<file path="src/rtl/usbHostPortPkg.sv">
package usbHostPortPkg;
  localparam int WORD_W    = 32;
  localparam int TEST_W    = 4;
  localparam int SPEED_W   = 2;
  localparam int B_CONN    = 0;
  localparam int B_CDET    = 1;
  localparam int B_ENA     = 2;
  localparam int B_ENCHG   = 3;
  localparam int B_OCACT   = 4;
  localparam int B_OCCHG   = 5;
  localparam int B_RESUME  = 6;
  localparam int B_SUSP    = 7;
  localparam int B_RST     = 8;
  localparam int B_LINE_LO = 10;
  localparam int B_PWR     = 12;
  localparam int B_TEST_LO = 13;
  localparam int B_SPD_LO  = B_TEST_LO + TEST_W;

  typedef struct packed {
    logic connRise;
    logic disconnect;
    logic ocToggle;
    logic ocHold;
    logic wakeup;
    logic enableSet;
    logic suspendKill;
  } portStrobes_t;
endpackage

</file>
<file path="src/rtl/usbPortCtrl.sv">
module usbPortCtrl
  import usbHostPortPkg::*;
(
  input  logic         clk,
  input  logic         rstN,
  input  logic         wrEn,
  input  logic         wrRst,
  input  logic         wrResume,
  input  logic         rstBit,
  input  logic         devAttached,
  input  logic         overCurrent,
  input  logic         wakeupDet,
  output logic         connSts,
  output logic         ocAct,
  output logic         resetDone,
  output portStrobes_t st
);
  always_ff @(posedge clk or negedge rstN) begin
    if (!rstN) begin
      connSts   <= 1'b0;
      ocAct     <= 1'b0;
      resetDone <= 1'b0;
    end else begin
      connSts   <= devAttached;
      ocAct     <= overCurrent;
      resetDone <= wrEn & ~wrRst & rstBit;
    end
  end

  always_comb begin
    st.connRise    = devAttached & ~connSts;
    st.disconnect  = ~devAttached & connSts;
    st.ocToggle    = overCurrent ^ ocAct;
    st.ocHold      = overCurrent;
    st.wakeup      = wakeupDet;
    st.enableSet   = resetDone & connSts & ~ocAct;
    st.suspendKill = wakeupDet | st.disconnect | (wrEn & (wrRst | wrResume));
  end

  // the end-of-reset strobe never lasts more than one cycle
  assert_done_single_R13: assert property (@(posedge clk) disable iff (!rstN)
    resetDone |=> !resetDone);
endmodule

</file>
<file path="src/rtl/usbPortRegs.sv">
module usbPortRegs
  import usbHostPortPkg::*;
(
  input  logic                clk,
  input  logic                rstN,
  input  logic                wrEn,
  input  logic [WORD_W-1:0]   wrData,
  input  portStrobes_t        st,
  input  logic                connSts,
  input  logic                ocAct,
  input  logic                lineDp,
  input  logic                lineDm,
  input  logic [SPEED_W-1:0]  devSpeed,
  output logic                rstBit,
  output logic [WORD_W-1:0]   rdData,
  output logic                portIrq
);
  logic               connDet, portEna, enaNext, enChg, ocChg;
  logic               resumeBit, suspendBit, pwrBit;
  logic [TEST_W-1:0]  testSel;
  logic [1:0]         lineSts;
  logic [SPEED_W-1:0] speedQ;

  always_comb begin
    enaNext = portEna;
    if (st.enableSet) enaNext = 1'b1;
    if (st.ocHold || st.disconnect || (wrEn && wrData[B_ENA])) enaNext = 1'b0;
  end

  always_ff @(posedge clk or negedge rstN) begin
    if (!rstN) begin
      connDet    <= 1'b0;
      portEna    <= 1'b0;
      enChg      <= 1'b0;
      ocChg      <= 1'b0;
      resumeBit  <= 1'b0;
      suspendBit <= 1'b0;
      rstBit     <= 1'b0;
      pwrBit     <= 1'b0;
      testSel    <= '0;
      lineSts    <= '0;
      speedQ     <= '0;
    end else begin
      lineSts <= {lineDm, lineDp};
      speedQ  <= devSpeed;
      connDet <= st.connRise | (connDet & ~(wrEn & wrData[B_CDET]));
      portEna <= enaNext;
      enChg   <= (enaNext != portEna) | (enChg & ~(wrEn & wrData[B_ENCHG]));
      ocChg   <= st.ocToggle | (ocChg & ~(wrEn & wrData[B_OCCHG]));

      if (st.disconnect)  resumeBit <= 1'b0;
      else if (st.wakeup) resumeBit <= 1'b1;
      else if (wrEn)      resumeBit <= wrData[B_RESUME];

      if (st.suspendKill) suspendBit <= 1'b0;
      else if (wrEn)      suspendBit <= wrData[B_SUSP];

      if (st.ocHold)      pwrBit <= 1'b0;
      else if (wrEn)      pwrBit <= wrData[B_PWR];

      if (wrEn) begin
        rstBit  <= wrData[B_RST];
        testSel <= wrData[B_TEST_LO +: TEST_W];
      end
    end
  end

  always_comb begin
    rdData = '0;
    rdData[B_CONN]                = connSts;
    rdData[B_CDET]                = connDet;
    rdData[B_ENA]                 = portEna;
    rdData[B_ENCHG]               = enChg;
    rdData[B_OCACT]               = ocAct;
    rdData[B_OCCHG]               = ocChg;
    rdData[B_RESUME]              = resumeBit;
    rdData[B_SUSP]                = suspendBit;
    rdData[B_RST]                 = rstBit;
    rdData[B_LINE_LO +: 2]        = lineSts;
    rdData[B_PWR]                 = pwrBit;
    rdData[B_TEST_LO +: TEST_W]   = testSel;
    rdData[B_SPD_LO +: SPEED_W]   = speedQ;
    portIrq = connDet | enChg | ocChg;
  end

  // enable only ever rises after the control unit requested it
  assert_enable_source_R5: assert property (@(posedge clk) disable iff (!rstN)
    $rose(portEna) |-> $past(st.enableSet));
  // power is off after any cycle with overcurrent high
  assert_power_off_R8: assert property (@(posedge clk) disable iff (!rstN)
    st.ocHold |=> !pwrBit);
  // a write-1 clear without a competing attach edge clears the flag
  assert_conn_w1c_R4: assert property (@(posedge clk) disable iff (!rstN)
    (wrEn && wrData[B_CDET] && !st.connRise) |=> !connDet);
  // a suspend-clearing event always wins
  assert_suspend_kill_R9: assert property (@(posedge clk) disable iff (!rstN)
    st.suspendKill |=> !suspendBit);
  // disconnect drops resume drive
  assert_resume_disc_R10: assert property (@(posedge clk) disable iff (!rstN)
    st.disconnect |=> !resumeBit);
endmodule

</file>
<file path="src/rtl/usbHostPortReg.sv">
module usbHostPortReg
  import usbHostPortPkg::*;
(
  input  logic                clk,
  input  logic                rstN,
  input  logic                wrEn,
  input  logic [WORD_W-1:0]   wrData,
  input  logic                devAttached,
  input  logic                overCurrent,
  input  logic                wakeupDet,
  input  logic                lineDp,
  input  logic                lineDm,
  input  logic [SPEED_W-1:0]  devSpeed,
  output logic [WORD_W-1:0]   rdData,
  output logic                portIrq,
  output logic                resetDone
);
  portStrobes_t st;
  logic connSts, ocAct, rstBit;

  usbPortCtrl ctrl_i (
    .clk(clk), .rstN(rstN), .wrEn(wrEn),
    .wrRst(wrData[B_RST]), .wrResume(wrData[B_RESUME]),
    .rstBit(rstBit), .devAttached(devAttached), .overCurrent(overCurrent),
    .wakeupDet(wakeupDet), .connSts(connSts), .ocAct(ocAct),
    .resetDone(resetDone), .st(st)
  );

  usbPortRegs regs_i (
    .clk(clk), .rstN(rstN), .wrEn(wrEn), .wrData(wrData), .st(st),
    .connSts(connSts), .ocAct(ocAct), .lineDp(lineDp), .lineDm(lineDm),
    .devSpeed(devSpeed), .rstBit(rstBit), .rdData(rdData), .portIrq(portIrq)
  );
endmodule

</file>
<file path="config.mk">
export PLATFORM = sky130hd
export DESIGN_NAME = usbHostPortReg
export DESIGN_NICKNAME = d
export VERILOG_FILES = /design/src/rtl/usbHostPortPkg.sv /design/src/rtl/usbPortCtrl.sv /design/src/rtl/usbPortRegs.sv /design/src/rtl/usbHostPortReg.sv
export SDC_FILE = /design/constraint.sdc
export NUM_CORES = 1
export LEC_CHECK = 0
export BUFFER_PORTS_ARGS = -buffer_cell sky130_fd_sc_hd__buf_2
export CORE_ASPECT_RATIO = 0.7
export CORE_UTILIZATION = 38
export DETAILED_ROUTE_END_ITERATION = 7
export GPL_TIMING_DRIVEN = 0
export PLACE_DENSITY = 0.79
export SLEW_MARGIN = 20
export SYNTH_ARGS = -nofsm -noshare
export SYNTH_HDL_FRONTEND = slang
export SYNTH_HIERARCHICAL = 1
export SYNTH_SLANG_ARGS = --single-unit
</file>
<file path="constraint.sdc">
create_clock -name clk -period 1.5 [get_ports clk]
set_clock_uncertainty 0.05 [all_clocks]
set_input_delay 0.15 -clock clk [delete_from_list [all_inputs] [get_ports clk]]
set_output_delay 0.15 -clock clk [all_outputs]
set_load 0.05 [all_outputs]
</file>
# [Word level (Yosys, flattened, before mapping)]
# Index checks and enable logic that the tools add are counted.
[classes] addsub=0 n_mul=0 div=0 order_cmp=0 n_eq_ne=1 shifts=0 n_mux=9 bitwise_logic=29 reduce_logical=6
[ops] operator="1-bit AND" n=13
[ops] operator="1-bit two-way mux" n=9
[ops] operator="1-bit bitwise OR" n=8
[ops] operator="1-bit inverter" n=7
[ops] operator="2-bit nonzero test" n=2
[ops] operator="3-bit nonzero test" n=1
[ops] operator="1-bit logical OR" n=2
[ops] operator="1-bit logical AND" n=1
[ops] operator="1-bit inequality test" n=1
[ops] operator="1-bit bitwise XOR" n=1
[totals] regBits=19 latchBits=0 ram_bits=0 rom_bits=0 input_bits=42 n_memories=0

# [Logic depth before layout (Yosys ltp)]
[depth] depth_word=7 depth_mapped=4 mapped_depth_nobuf=4

# [Hierarchy]
# Netlist, hierarchy kept.
[by_module_without_submodules] module="usbPortRegs" n_inst=1 cells_each=65 area_per_inst_um2=769.5
[by_module_without_submodules] module="usbPortCtrl" n_inst=1 cells_each=14 area_per_inst_um2=150.1

# [Worst setup path after synthesis]
# OpenSTA, ideal clock, no wires.
[synth_timing] kind="register -> output" from="register regs_i.enChg" to="output portIrq" arrival_ns=0.950 slack_ns=0.350 path_stages_with_launch=2 n_path_buf=0 path_cell_list="dfrtp_1 or3_1"
[synth_via] elab_chain_len=2
[synth_rtl] element="start, declared" line="usbPortRegs.sv:18" source="logic connDet, portEna, enaNext, enChg, ocChg;"
[synth_rtl] element="start signal, assigned" line="usbPortRegs.sv:48" source="enChg <= (enaNext != portEna) | (enChg & ~(wrEn & wrData[B_ENCHG]));"
[synth_rtl] element="1-bit bitwise OR (2 in a row)" line="usbPortRegs.sv:83" source="portIrq = connDet | enChg | ocChg;"
[synth_rtl] element="end, declared" line="usbHostPortReg.sv:15" source="output logic portIrq,"
# No other way between the ends.

# [Final worst setup path]
[layout_timing] from="register regs_i.ocChg" to="output portIrq"
[layout_via] elab_chain_len=1
[layout_rtl] element="start, declared" line="usbPortRegs.sv:18"
[layout_rtl] element="start signal, assigned" line="usbPortRegs.sv:49" source="ocChg <= st.ocToggle | (ocChg & ~(wrEn & wrData[B_OCCHG]));"
[layout_rtl] element="1-bit bitwise OR" line="usbPortRegs.sv:83"
# No other way between the ends.

==> flow_summary.toml <==
[power_and_ir_drop]
switching_power_w = 0.000462
power.internal_w = 0.000803
peakVddDrop_mv = 0.512
p_per_area_nw_per_um2 = 940
swShare = 0.365
seqPwrFrac = 0.450
p_clk_frac = 0.203
leakagePower_nw = 0.739
combPwrFrac = 0.347
total_power_w = 0.00127

[placed_design]
dp.final_hpwl_mm = 1.38
gp_congestion = 0.669
port_buffers = 41
placed_area_sq_um = 1210

[detailed_routing]
wl_mm = 1.87
vias = 720
drtIter0Drc = 5
viasPerCell = 4.02
first_pass_iters = 2
antenna_left = 0
wl_per_cell_microns = 10.4
route.detailed.drc = 0

[setup_path]
startpoint_type = "register"
required_ns = 1.30
crit_path_top_delay_cell = "dfrtp_1"
crit_type = "reg2out"
cp_data_arrival_time_ns = 1.25
end_kind = "primary output"
critical_path.cell_chain = "or3_4 -> buf_6"
worstPathMaxFanout = 3
slowest_delay_ns = 0.42

[die]
rows = 14
die_h_microns = 43.2
core_sq_um = 2220
io-pin-count = 76
start_util = 0.413
dieArea_sq_um = 2620
chipWidth_microns = 60.8

[yosys]
synth-seq-cells = 19
synth_area_per_cell_sq_um = 11.6
yosysSeqAreaShare = 0.517
synth_top_cell_area_share = 0.517
syn_area_sq_um = 920
ys.flop_type = "dfrtp_1"
synth.area.top_cells = "dfrtp_1 (52%), buf_4 (21%), mux2_2 (6.1%)"
yosysTopAreaCell = "dfrtp_1"
yosysWarnings = 6
syn_inst = 79
synth.most_common_cell = "buf_4"
ys_types = 23
synth_common_cells = "buf_4 (26), dfrtp_1 (19), mux2_2 (5), nor2_1 (5), nand2_1 (4)"
async_flop_share = 1.00
synth-edff-count = 0

[sta]
worst_hold_slack_ns = 0.0244
final_hold_viol_count = 0
setup_viol = 0
max_freq_mhz = 689
min_period_over_period = 0.967
drv_slew = 0
min_period_ns = 1.45
rsz0062_at_grt = "true"

[clock_tree]
cts_tree = "done"
clk_pin_slew_ns = 0.10
clock_latency_ns = 0.30
numCtsBuffers = 3
htreeDepth = 1
clk_path_buf_depth = 2
cts.sinks = 19
cts-root-buf = "clkbuf_4"

[grt]
grt_usage = 0.157
grt_pass1_vias = 670
grt_max_degree = 20
grt_pass1_wl_mm = 2.82
grt_overflow = 0
grt_antenna_before_repair = 0

[final_layout]
nFillCells = 201
area_growth_pct = 46.4
multi_input_area_sq_um = 288
nets = 190
layout-drive-gt1-share = 0.565
fin_util = 0.605
register_area_sq_um = 475
stdcell_area_sq_um = 1350
num_antenna_cells = 0

[min_path]
min_path_type = "in2reg"

[flow_run]
drv_cap = 0

[run_status]
status = "complete, no violations"
final timing paths:
kind	from	endpoint	slack, ns	depth (start not counted)
setup / recovery	regs_i/ocChg$_DFF_PN0_	portIrq	0.05	2
setup reg to reg	ctrl_i/connSts$_DFF_PN0_	regs_i/enChg$_DFF_PN0_	0.32	4
hold reg to reg	regs_i/testSel[1]$_DFFE_PN0P_	regs_i/testSel[1]$_DFFE_PN0P_	0.46	1
min in group asynchronous	rstN	regs_i/testSel[0]$_DFFE_PN0P_	0.27	2
max in group asynchronous	rstN	regs_i/lineSts[0]$_DFF_PN0_	0.84	2
hold / removal	wrData[14]	regs_i/testSel[1]$_DFFE_PN0P_	0.02	2
registers in the layout (all words and copies together) (netlist names):
name,cells
regs_i/resumeBit,1
ctrl_i/ocAct,1
regs_i/pwrBit,1
regs_i/suspendBit,1
regs_i/testSel,4
regs_i/enChg,1
regs_i/lineSts,2
ctrl_i/resetDone,1
ctrl_i/connSts,1
regs_i/ocChg,1
regs_i/portEna,1
regs_i/connDet,1
regs_i/rstBit,1
regs_i/speedQ,2
per-stage QoR:
stage	std cells	TNS, ns	worst slack, ns
finish	179	0	0.0496
global route	179	-0.00771	-0.00771
CTS	177	0	0.00348
detailed placement	165	0	0.342
global placement	165	0	0.350
floorplan	92	0	0.350
cell usage in the layout (no fill, tap or decap), types with 2 or more instances in the layout:
master         instances
nor2_1                 5
mux2_2                 5
dfrtp_1               19
mux2i_1                2
conb_1                14
clkbuf_4               3
a21o_1                 2
buf_6                  2
buf_2                 40
nand2_1                4
buf_4                 28
dlygate4sd3_1          8
power by group through the flow:
stage | logic [W] | registers (W) | clock network [W]
CTS | 0.000429 | 0.000570 | 0.000273
global route | 0.000464 | 0.000574 | 0.000295
detailed placement | 0.000413 | 0.000580 | 0
finish | 0.000440 | 0.000569 | 0.000256
global placement | 0.000407 | 0.000577 | 0
floorplan | 0.000262 | 0.000638 | 0
worst max-delay path, delay by kind of cell (launching register included):
family / cells / cell delay [ns]
buf+inv: 1 / 0.16
flops: 1 / 0.42
simple gates: 1 / 0.37
what timing repair did:
item | 4_1_cts | 5_1_grt
hold endpoints to repair | 26 | 0
hold buffers | 8 | 0
buffers inserted | 0 | 2
gates resized for setup | 0 | 4
endpoints found under the setup margin | 0 | 1
layer usage:
layer  global-route usage  part of all wire
met1                0.159              0.39
met2                0.286              0.53
met3               0.0640             0.072
met4               0.0545            0.0048
met5                    0                 0
cell type report:
type / instances / area share
plain buffers: 27 / 0.153
clock buffers: 4 / 0.0195
inverters: 1 / 0.00279
multi-input cells: 45 / 0.214
flip-flops and latches: 19 / 0.353
well taps: 32 / 0.0297
repair buffers: 51 / 0.228
cell families (layout without fill, tap and decap cells):
logic type | Yosys count | count (layout) | share of synthesized area
other | 1 | 14 | 0.00408
DFF | 19 | 19 | 0.517
and+or+nand+nor | 15 | 15 | 0.0912
buffers and inverters | 28 | 83 | 0.229
muxes | 7 | 7 | 0.0830
AOI/OAI and AO/OA | 8 | 8 | 0.0667
xor gates and xnor gates | 1 | 1 | 0.00953
Note: power is estimated with default switching activity, not from simulation.
